## config.mk

```make
export PLATFORM = sky130hd
export DESIGN_NAME = sysctl_iobank
export DESIGN_NICKNAME = d
export VERILOG_FILES = /design/src/rtl/sysctl_pkg.sv /design/src/rtl/sysctl_dec.sv /design/src/rtl/sysctl_regs.sv /design/src/rtl/sysctl_rdmux.sv /design/src/rtl/sysctl_iobank.sv
export SDC_FILE = /design/constraint.sdc
export NUM_CORES = 1
export LEC_CHECK = 0
export BUFFER_PORTS_ARGS = -buffer_cell sky130_fd_sc_hd__buf_4
export CAP_MARGIN = 40
export CORE_UTILIZATION = 44
export CTS_CLUSTER_SIZE = 14
export DETAILED_ROUTE_END_ITERATION = 8
export PLACE_DENSITY = 0.7
export SYNTH_ARGS = -nofsm -noshare
export SYNTH_HDL_FRONTEND = slang
export SYNTH_SLANG_ARGS = --single-unit
```

## constraint.sdc

```tcl
create_clock -name clk_i -period 2.5 [get_ports clk_i]
set_clock_uncertainty 0.1 [all_clocks]
set_input_delay 0.125 -clock clk_i [delete_from_list [all_inputs] [get_ports clk_i]]
set_output_delay 0.125 -clock clk_i [all_outputs]
set_load 0.02 [all_outputs]
```

## src/rtl/sysctl_pkg.sv

```systemverilog
package sysctl_pkg;

    localparam logic [15:0] A_PORT92 = 16'h0092;
    localparam logic [15:0] A_CPUCFG = 16'h0800;
    localparam logic [15:0] A_FEAT   = 16'h0802;
    localparam logic [15:0] A_STAT   = 16'h0803;
    localparam logic [15:0] A_LAMP   = 16'h0808;
    localparam logic [15:0] A_EQUIP  = 16'h080C;
    localparam logic [15:0] A_LOCK1  = 16'h0810;
    localparam logic [15:0] A_LOCK2  = 16'h0812;
    localparam logic [15:0] A_KEY    = 16'h0818;
    localparam logic [15:0] A_CTRL   = 16'h081C;
    localparam logic [15:0] A_CACHE  = 16'h0823;
    localparam logic [15:0] A_MAP    = 16'h0850;

    typedef struct packed {
        logic port92;
        logic cpucfg;
        logic feat;
        logic stat;
        logic lamp;
        logic equip;
        logic lock1;
        logic lock2;
        logic key;
        logic ctrl;
        logic cache;
        logic map;
    } sel_t;

endpackage

```

## src/rtl/sysctl_dec.sv

```systemverilog
module sysctl_dec
    import sysctl_pkg::*;
#(
    parameter int ADDR_W = 16
) (
    input  logic [ADDR_W-1:0] addr_i,
    output sel_t              sel_o
);

    always_comb begin
        sel_o        = '0;
        sel_o.port92 = (addr_i == ADDR_W'(A_PORT92));
        sel_o.cpucfg = (addr_i == ADDR_W'(A_CPUCFG));
        sel_o.feat   = (addr_i == ADDR_W'(A_FEAT));
        sel_o.stat   = (addr_i == ADDR_W'(A_STAT));
        sel_o.lamp   = (addr_i == ADDR_W'(A_LAMP));
        sel_o.equip  = (addr_i == ADDR_W'(A_EQUIP));
        sel_o.lock1  = (addr_i == ADDR_W'(A_LOCK1));
        sel_o.lock2  = (addr_i == ADDR_W'(A_LOCK2));
        sel_o.key    = (addr_i == ADDR_W'(A_KEY));
        sel_o.ctrl   = (addr_i == ADDR_W'(A_CTRL));
        sel_o.cache  = (addr_i == ADDR_W'(A_CACHE));
        sel_o.map    = (addr_i == ADDR_W'(A_MAP));
    end

endmodule

```

## src/rtl/sysctl_regs.sv

```systemverilog
module sysctl_regs #(
    parameter int DATA_W = 8,
    parameter int CTRL_W = 4
) (
    input  logic              clk_i,
    input  logic              rst_i,
    input  logic              wr_en_i,
    input  logic [DATA_W-1:0] wr_data_i,
    input  logic              sel_port92_i,
    input  logic              sel_lamp_i,
    input  logic              sel_lock1_i,
    input  logic              sel_lock2_i,
    input  logic              sel_ctrl_i,
    input  logic              sel_map_i,
    output logic              rst_req_o,
    output logic              endian_o,
    output logic              lamp_o,
    output logic [CTRL_W-1:0] ctrl_o,
    output logic              map_o,
    output logic              lock1_o,
    output logic              lock2_o
);

    localparam int HI_W = DATA_W - CTRL_W;

    typedef struct packed {
        logic              rst_req;
        logic              endian;
        logic              lamp;
        logic [CTRL_W-1:0] ctrl;
        logic              map;
        logic              lock1;
        logic              lock2;
    } regs_t;

    regs_t st_d, st_q;

    // Bits above the control field only reach nothing: fold them away.
    logic unused_hi;
    assign unused_hi = ^wr_data_i[DATA_W-1:CTRL_W] ^ (HI_W < 0);

    always_comb begin
        st_d       = st_q;
        st_d.lock1 = 1'b0;
        st_d.lock2 = 1'b0;
        if (wr_en_i) begin
            if (sel_port92_i) begin
                st_d.rst_req = wr_data_i[0];
                st_d.endian  = wr_data_i[1];
            end
            if (sel_lamp_i) st_d.lamp  = wr_data_i[0];
            if (sel_ctrl_i) st_d.ctrl  = wr_data_i[CTRL_W-1:0];
            if (sel_map_i)  st_d.map   = wr_data_i[0];
            st_d.lock1 = sel_lock1_i;
            st_d.lock2 = sel_lock2_i;
        end
    end

    always_ff @(posedge clk_i) begin
        if (rst_i) st_q <= '0;
        else       st_q <= st_d;
    end

    assign rst_req_o = st_q.rst_req;
    assign endian_o  = st_q.endian;
    assign lamp_o    = st_q.lamp;
    assign ctrl_o    = st_q.ctrl;
    assign map_o     = st_q.map;
    assign lock1_o   = st_q.lock1;
    assign lock2_o   = st_q.lock2;

    // the control field changes only after a write aimed at it
    p_ctrl_only_by_write_r5: assert property (@(posedge clk_i) disable iff (rst_i)
        !(wr_en_i && sel_ctrl_i) |=> $stable(ctrl_o));

    // a pulse never lasts beyond the cycle after its strobe
    p_lock1_single_r4: assert property (@(posedge clk_i) disable iff (rst_i)
        (lock1_o && !(wr_en_i && sel_lock1_i)) |=> !lock1_o);

endmodule

```

## src/rtl/sysctl_rdmux.sv

```systemverilog
module sysctl_rdmux
    import sysctl_pkg::*;
#(
    parameter int              DATA_W  = 8,
    parameter int              CTRL_W  = 4,
    parameter logic [DATA_W-1:0] ID_CPU   = 8'hEF,
    parameter logic [DATA_W-1:0] ID_FEAT  = 8'hAD,
    parameter logic [DATA_W-1:0] ID_STAT  = 8'hE0,
    parameter logic [DATA_W-1:0] ID_EQUIP = 8'h3C,
    parameter logic [DATA_W-1:0] ID_EXT   = 8'h39,
    parameter logic [DATA_W-1:0] ID_KEY   = 8'h00,
    parameter logic [DATA_W-1:0] ID_CACHE = 8'h03
) (
    input  logic              clk_i,
    input  logic              rst_i,
    input  logic              rd_en_i,
    input  sel_t              sel_i,
    input  logic              endian_i,
    input  logic [CTRL_W-1:0] ctrl_i,
    input  logic              map_i,
    output logic [DATA_W-1:0] rd_data_o
);

    localparam logic [DATA_W-1:0] FLOAT = {DATA_W{1'b1}};

    typedef struct packed {
        logic [DATA_W-1:0] data;
    } rd_t;

    rd_t rd_d, rd_q;
    logic [DATA_W-1:0] mux_val;

    always_comb begin
        mux_val = FLOAT;
        if      (sel_i.port92) mux_val = DATA_W'({endian_i, 1'b0});
        else if (sel_i.cpucfg) mux_val = ID_CPU;
        else if (sel_i.feat)   mux_val = ID_FEAT;
        else if (sel_i.stat)   mux_val = ID_STAT;
        else if (sel_i.equip)  mux_val = ID_EQUIP;
        else if (sel_i.lock1)  mux_val = ID_EXT;
        else if (sel_i.key)    mux_val = ID_KEY;
        else if (sel_i.ctrl)   mux_val = DATA_W'(ctrl_i);
        else if (sel_i.cache)  mux_val = ID_CACHE;
        else if (sel_i.map)    mux_val = DATA_W'(map_i);
        else if (sel_i.lamp || sel_i.lock2) mux_val = FLOAT;
    end

    always_comb begin
        rd_d = rd_q;
        if (rd_en_i) rd_d.data = mux_val;
    end

    always_ff @(posedge clk_i) begin
        if (rst_i) rd_q <= '0;
        else       rd_q <= rd_d;
    end

    assign rd_data_o = rd_q.data;

    // without a read strobe the returned byte holds
    p_rd_hold_r11: assert property (@(posedge clk_i) disable iff (rst_i)
        !rd_en_i |=> $stable(rd_data_o));

endmodule

```

## src/rtl/sysctl_iobank.sv

```systemverilog
module sysctl_iobank
    import sysctl_pkg::*;
#(
    parameter int ADDR_W = 16,
    parameter int DATA_W = 8,
    parameter int CTRL_W = 4,
    parameter logic [DATA_W-1:0] ID_CPU   = 8'hEF,
    parameter logic [DATA_W-1:0] ID_FEAT  = 8'hAD,
    parameter logic [DATA_W-1:0] ID_STAT  = 8'hE0,
    parameter logic [DATA_W-1:0] ID_EQUIP = 8'h3C,
    parameter logic [DATA_W-1:0] ID_EXT   = 8'h39,
    parameter logic [DATA_W-1:0] ID_KEY   = 8'h00,
    parameter logic [DATA_W-1:0] ID_CACHE = 8'h03
) (
    input  logic              clk_i,
    input  logic              rst_i,
    input  logic [ADDR_W-1:0] addr_i,
    input  logic              wr_en_i,
    input  logic [DATA_W-1:0] wr_data_i,
    input  logic              rd_en_i,
    output logic [DATA_W-1:0] rd_data_o,
    output logic              rst_req_o,
    output logic              endian_o,
    output logic              map_mode_o,
    output logic              led_o,
    output logic              lock1_o,
    output logic              lock2_o
);

    sel_t              sel;
    logic [CTRL_W-1:0] ctrl;

    sysctl_dec #(.ADDR_W(ADDR_W)) dec_i (
        .addr_i (addr_i),
        .sel_o  (sel)
    );

    sysctl_regs #(.DATA_W(DATA_W), .CTRL_W(CTRL_W)) regs_i (
        .clk_i        (clk_i),
        .rst_i        (rst_i),
        .wr_en_i      (wr_en_i),
        .wr_data_i    (wr_data_i),
        .sel_port92_i (sel.port92),
        .sel_lamp_i   (sel.lamp),
        .sel_lock1_i  (sel.lock1),
        .sel_lock2_i  (sel.lock2),
        .sel_ctrl_i   (sel.ctrl),
        .sel_map_i    (sel.map),
        .rst_req_o    (rst_req_o),
        .endian_o     (endian_o),
        .lamp_o       (led_o),
        .ctrl_o       (ctrl),
        .map_o        (map_mode_o),
        .lock1_o      (lock1_o),
        .lock2_o      (lock2_o)
    );

    sysctl_rdmux #(
        .DATA_W(DATA_W), .CTRL_W(CTRL_W),
        .ID_CPU(ID_CPU), .ID_FEAT(ID_FEAT), .ID_STAT(ID_STAT),
        .ID_EQUIP(ID_EQUIP), .ID_EXT(ID_EXT), .ID_KEY(ID_KEY),
        .ID_CACHE(ID_CACHE)
    ) rdmux_i (
        .clk_i     (clk_i),
        .rst_i     (rst_i),
        .rd_en_i   (rd_en_i),
        .sel_i     (sel),
        .endian_i  (endian_o),
        .ctrl_i    (ctrl),
        .map_i     (map_mode_o),
        .rd_data_o (rd_data_o)
    );

    logic wr_any_state;
    assign wr_any_state = (addr_i == ADDR_W'(A_PORT92)) || (addr_i == ADDR_W'(A_LAMP))
                       || (addr_i == ADDR_W'(A_CTRL))   || (addr_i == ADDR_W'(A_MAP));

    // reset request follows bit 0 of each write to its port
    p_rst_follow_r1: assert property (@(posedge clk_i) disable iff (rst_i)
        (wr_en_i && addr_i == ADDR_W'(A_PORT92)) |=> (rst_req_o == $past(wr_data_i[0])));

    // lock pulse 1 follows its write
    p_lock1_pulse_r4: assert property (@(posedge clk_i) disable iff (rst_i)
        (wr_en_i && addr_i == ADDR_W'(A_LOCK1)) |=> lock1_o);

    // the two pulses never overlap
    p_lock_excl_r4: assert property (@(posedge clk_i) disable iff (rst_i)
        $onehot0({lock1_o, lock2_o}));

    // writes elsewhere leave every level output alone
    p_levels_kept_r8: assert property (@(posedge clk_i) disable iff (rst_i)
        !(wr_en_i && wr_any_state) |=> $stable({rst_req_o, endian_o, map_mode_o, led_o}));

    // the lock-2 and cache-flush ports float on read
    p_float_read_r9: assert property (@(posedge clk_i) disable iff (rst_i)
        (rd_en_i && (addr_i == ADDR_W'(A_LOCK2) || addr_i == ADDR_W'(16'h0814)))
        |=> (rd_data_o == {DATA_W{1'b1}}));

    // control-field readback has zero upper bits
    p_ctrl_upper_r5: assert property (@(posedge clk_i) disable iff (rst_i)
        (rd_en_i && addr_i == ADDR_W'(A_CTRL)) |=> (rd_data_o[DATA_W-1:CTRL_W] == '0));

endmodule

```

* Word level (Yosys, flattened, before mapping) *
Index checks and enable logic that the tools add are counted.

word-level totals
  flip-flop bits (word level) = 18
  logic and storage cells = 36

cells by class
  reduce and logical (&&, ||, !) cells = 5
  equal/unequal tests = 12
  bitwise gates (word level) = 1
  mux-type cells = 10

operators with widths
  kind                                                   number
  equality test 16 x 12 -> 1 bit, second input constant  11
  2-to-1 mux 8 bit                                       10
  equality test 16 x 8 -> 1 bit, second input constant   1
  AND reduction 2 bit                                    4
  OR reduction 2 bit                                     1
  NOT 1 bit                                              1

* Longest topological paths before layout *
  depth after elaboration = 11
  depth in mapped cells = 8

* Hierarchy *
A second synthesis with hierarchy kept.

unflattened totals
  cell total of the unflattened synthesis = 134
  area, all modules = 1136.1 µm²

modules (own cells, without submodules)
  module        area an instance (µm²)  sequential area each (µm²)  cells each  times used
  sysctl_rdmux  484.2                   160.2                       63          1
  sysctl_regs   426.7                   200.2                       38          1
  sysctl_dec    225.2                   0.0                         33          1

* Worst setup path after synthesis *
No wires, ideal clock.

  path kind = input port to flip-flop
  from = input addr_i[9]
  to = register rdmux_i.rd_q (netlist bit rdmux_i.rd_data_o[3])
  slack = 0.368 ns
  buffers on the path = 2
  data arrival time = 1.915 ns
  stages on the path = 6
  cells stage by stage = or4_1 buf_2 or2_1 buf_6 or4_2 a22o_1

on the way
  cells in the longest elaborated chain, start to end = 11
  elaborated cells between the ends (all ways) = 20

RTL lines
  what                            RTL line             source
  start, declared                 sysctl_iobank.sv:17  input logic [ADDR_W-1:0] addr_i,
  equality test 16 x 12 -> 1 bit  sysctl_dec.sv:23     sel_o.map = (addr_i == ADDR_W'(A_MAP));
  2-to-1 mux 8 bit                sysctl_rdmux.sv:44   else if (sel_i.map) mux_val = DATA_W'(map_i);
  2-to-1 mux 8 bit                sysctl_rdmux.sv:43   else if (sel_i.cache) mux_val = ID_CACHE;
  2-to-1 mux 8 bit                sysctl_rdmux.sv:42   else if (sel_i.ctrl) mux_val = DATA_W'(ctrl_i);
  2-to-1 mux 8 bit                sysctl_rdmux.sv:41   else if (sel_i.key) mux_val = ID_KEY;
  2-to-1 mux 8 bit                sysctl_rdmux.sv:40   else if (sel_i.lock1) mux_val = ID_EXT;
  2-to-1 mux 8 bit                sysctl_rdmux.sv:39   else if (sel_i.equip) mux_val = ID_EQUIP;
  2-to-1 mux 8 bit                sysctl_rdmux.sv:38   else if (sel_i.stat) mux_val = ID_STAT;
  2-to-1 mux 8 bit                sysctl_rdmux.sv:37   else if (sel_i.feat) mux_val = ID_FEAT;
  2-to-1 mux 8 bit                sysctl_rdmux.sv:36   else if (sel_i.cpucfg) mux_val = ID_CPU;
  2-to-1 mux 8 bit *              sysctl_rdmux.sv:35   if (sel_i.port92) mux_val = DATA_W'({endian_i, 1'b0});
  end signal, assigned            sysctl_rdmux.sv:55   else rd_q <= rd_d;
  end, declared                   sysctl_rdmux.sv:30   rd_t rd_d, rd_q;

Every way passes the cells marked *; elsewhere a longest branch is shown, timed or not.
A chain may end at the register's enable or synchronous reset.

* Worst setup path after layout *
Same ends and word-level chain as after synthesis.

==> run summary <==
The flow ran to the end, and the final reports show no timing, DRC or antenna violations. The root cell of the clock tree was sky130_fd_sc_hd__clkbuf_4. STA classifies the critical path startpoint as a primary input. The total global-route track usage is 0.215.

The share of synthesized registers carrying an async set or reset was 0. Wire segments on met3 add up to 125 um in the final route. The post-layout minimum cycle time is 1980 ps, and the final count of hold timing violations is 0. The total routed wirelength was 2510 um. After detailed routing, the number of vias per cell comes to 5.61. For the maximum level of the CTS H-tree, the log shows 1. For this block, the initial DRC count from the detailed router was 16. The logs give 153 for the net count after synthesis and 4260 um for the wire length of the first global-routing pass. Gate family responsible for the most delay along the worst path: simple AND/OR/NAND/NOR gates.

The share of the cycle needed by the critical path after routing is 0.791, and the CTS buffer count is 3. Synthesis produced a netlist whose cell count is 125. TritonCTS built the clock tree.

The clock slew seen by the registers of the worst setup and hold paths came out at 110 ps. Routability-driven placement finished with a final weighted congestion of 0.901. Highest layer used for signal routing: met4. The logs give 2 for the deepest clock path buffer count and 217 ps for the post-place setup slack. For the synthesis warning total, the log shows 0.

Data on the critical path is required at its endpoint by 2600 ps. The tools report the number of distinct library cell variants in the gate-level netlist after synthesis as 35. The slew of the pin with the lowest slew margin was 474 ps. End of the worst register-to-register path: rdmux_i.rd_data_o[3]$_SDFFE_PP0P_. The tool flagged a number of max-cap violations equal to 0. Measured along the x axis, the die boundary spans 50.3 um. The prevailing post-synth register cell is sky130_fd_sc_hd__dfxtp_1.

Measured in cells, the most critical reg-to-reg path has a length of 2. The later pin in the worst-skew pair is clocked with a latency of 300 ps. After global routing the overflow that remains totals 0.

The total area inside the core boundary comes to 2210 sq um. The synthesized flop and latch total came out at 18. For the number of antenna violations at the first check in global routing, the log shows 0. The max-slew headroom at the worst pin is 0.681, and the number of design rule violations left after detail routing is 0.

The worst hold path was traced through 3 stages. Setup repair after global routing left no endpoint under its margin. Initial core utilization: 0.464.

The sequential element share of the synthesized area came out at 0.351. For the placed instance count, the log shows 182. Data on the critical path arrives at its endpoint at 2080 ps. The final routed wire length divided by cell count was 13.2 um.

By startpoint and endpoint, the worst setup path is classified as primary input to flop. The tools report the first-pass iteration count of the detailed router as 4. For hold timing, the worst endpoint is rdmux_i.rd_data_o[0]$_SDFFE_PP0P_. The average instance area after synthesis came out at 8.22 sq um. For flop-to-flop paths, the worst setup slack is 1110 ps. The fraction of layout instances using a drive strength above 1 works out to 0.282. The combined area of all synthesized cells was 1030 sq um. The setup slack of the critical path after layout was 522 ps; the number of nets in the finished design was 192.

The floorplan has 17 rows. The I/O pin count is 42, and the overall via count from detail_route is 1,071. Along the worst path, the maximum fanout reaches 7. The number of pins with negative max-slew slack in the final report was 0; the routed metal-1 wirelength was 1160 um. The final cell count without fillers came out at 191. In this run the vertical extent of the chip is 50.3 um. The run gives 0 as the number of buffers inserted by post-CTS setup repair. The repair_antennas step left the layout with diodes totalling 0. The wire-length estimate of the detail-placed layout is 1970 um. The run gives 0 as the final setup violation count.

The logs give 0.000614 uW for the static leakage and 0 ps for the summed negative setup slack over all endpoints. The critical path goes through buf_4 -> or4_1 -> or2_1 -> or4_2 -> a22o_1. The count of port buffers added during placement was 37. The count of nets left with antenna violations once routing finished came out at 0. The startpoint identified for the worst hold timing path is rd_en_i. The sum of buffers and inverters on the critical path was 1.

For this design the ratio of total power to cell area is 427 nW/um^2. For the number of sinks driven by the clock tree, the log shows 18. The number of enable flip-flop cells after synthesis was 0; the maximum number of pins on one net before global-route repair was 17. The most critical setup path has its startpoint at addr_i[9]. In this design, the stage delay of the slowest critical-path cell is 630 ps. For the number of global-route vias before repair, the log shows 987. The worst-case IR drop observed on VDD is 0.299 mV. The area growth from synthesis to layout is 34.2%.

The tools report the maximum operating frequency as 505 MHz. The cell with the largest stage delay on the worst path was sky130_fd_sc_hd__or4_1. The die covers 2530 sq um. The tightest min-delay check is of the primary input to flop type.

Routed length on met2: 1210 um. STA classifies the critical path endpoint as a flop. The tools report the reg-to-reg startpoint as regs_i.ctrl_o[3]$_SDFFE_PP0P_.
## kinds of logic after synthesis
kind of cell / count (synthesis) / synth area share
multiplexers: 8 / 0.0780
AO/OA/AOI/OAI: 19 / 0.123
XOR/XNOR: 1 / 0.00853
flip-flops: 18 / 0.351
AND/OR/NAND/NOR: 67 / 0.379
buffers and inverters: 12 / 0.0609
## state kept, by name, indices dropped and copies added (netlist names)
| signal | count |
|---|---|
| regs_i.map_o | 1 |
| regs_i.ctrl_o | 4 |
| regs_i.lamp_o | 1 |
| regs_i.lock2_o | 1 |
| rdmux_i.rd_data_o | 8 |
| regs_i.rst_req_o | 1 |
| regs_i.lock1_o | 1 |
| regs_i.endian_o | 1 |
## worst reg2reg max path, cell delays in order, from the launching register on
cell                      delay [ps]
sky130_fd_sc_hd__dfxtp_1         330
sky130_fd_sc_hd__or4_2           650
sky130_fd_sc_hd__a22o_1          220
## stage by stage
| stage | cell area, sq um | power, uW | hold WS (ps) | utilization |
|---|---|---|---|---|
| after floorplan | 1030 | 357 | 169 | - |
| after global placement | 1290 | 409 | 255 | 0.584 |
| after detailed placement | 1290 | 412 | 272 | 0.584 |
| after CTS | 1380 | 596 | 22.5 | 0.623 |
| after global routing | 1380 | 620 | 31.6 | 0.623 |
| final | 1380 | 588 | 31.1 | 0.623 |
## per-layer routing
layer | vias to the layer above | GRT usage
met4 | 0 | 0.0417
met5 | - | 0
met1 | 495 | 0.263
met2 | 37 | 0.393
met3 | 4 | 0.0364
li1 | 535 | -
## worst max-delay path by stage
stage / cells past startpoint / endpoint
floorplan: 6 / rdmux_i.rd_data_o[3]$_SDFFE_PP0P_
global placement: 5 / rdmux_i.rd_data_o[3]$_SDFFE_PP0P_
detailed placement: 5 / rdmux_i.rd_data_o[3]$_SDFFE_PP0P_
CTS: 5 / rdmux_i.rd_data_o[3]$_SDFFE_PP0P_
global route: 5 / rdmux_i.rd_data_o[3]$_SDFFE_PP0P_
finish: 5 / rdmux_i.rd_data_o[3]$_SDFFE_PP0P_
## where the power goes
part | internal, uW | switching [uW]
logic | 56.9 | 54.1
clock network | 88.7 | 87.7
registers | 296 | 4.88
## synthesized netlist by cell type (all sizes together), types with 2 or more instances
master / instances / area [sq um]
nor2: 16 / 60.1
o21ai: 7 / 35.0
mux2i: 8 / 80.1
a21oi: 4 / 20.0
buf: 4 / 32.5
nor4: 7 / 43.8
nor3: 3 / 15.0
nand2b: 3 / 18.8
nor2b: 2 / 12.5
clkbuf: 4 / 15.0
dfxtp: 18 / 360
nand2: 11 / 41.3
nand4b: 3 / 26.3
o21a: 2 / 15.0
nand3: 2 / 10.0
a22o: 3 / 26.3
or4bb: 2 / 22.5
nand4: 4 / 25.0
or4: 6 / 51.3
inv: 4 / 15.0
## cell usage in the layout, fill, tap and decap left out, types with 2 or more instances in the layout
master and n:
sky130_fd_sc_hd__or4bb_1 2, sky130_fd_sc_hd__nand4b_1 3, sky130_fd_sc_hd__o21a_1 2, sky130_fd_sc_hd__buf_4 37
sky130_fd_sc_hd__mux2i_1 8, sky130_fd_sc_hd__nand2_1 11, sky130_fd_sc_hd__nor2_1 16, sky130_fd_sc_hd__dlygate4sd3_1 5
sky130_fd_sc_hd__inv_1 4, sky130_fd_sc_hd__nand2b_1 3, sky130_fd_sc_hd__a22o_1 3, sky130_fd_sc_hd__or4_2 2
sky130_fd_sc_hd__nor3_1 3, sky130_fd_sc_hd__nor4_1 7, sky130_fd_sc_hd__dfxtp_1 18, sky130_fd_sc_hd__nor2b_1 2
sky130_fd_sc_hd__nand3_1 2, sky130_fd_sc_hd__o21ai_0 7, sky130_fd_sc_hd__or4_1 3, sky130_fd_sc_hd__nand4_1 4
sky130_fd_sc_hd__a21oi_1 4, sky130_fd_sc_hd__clkbuf_4 3
## layout make-up
cell class | instances | area, sq um
flip-flops and latches | 18 | 360
multi-input cells | 95 | 604
inverters | 4 | 15.0
clock buffers | 4 | 36.3
well taps | 28 | 35.0
fillers | 213 | 833
repair buffers | 42 | 328
## what timing repair did
action | in CTS | in global routing
resized for setup | 0 | 0
hold buffers | 5 | 0
endpoints found under the hold margin | 9 | 0
(Power assumes the default switching activity.)
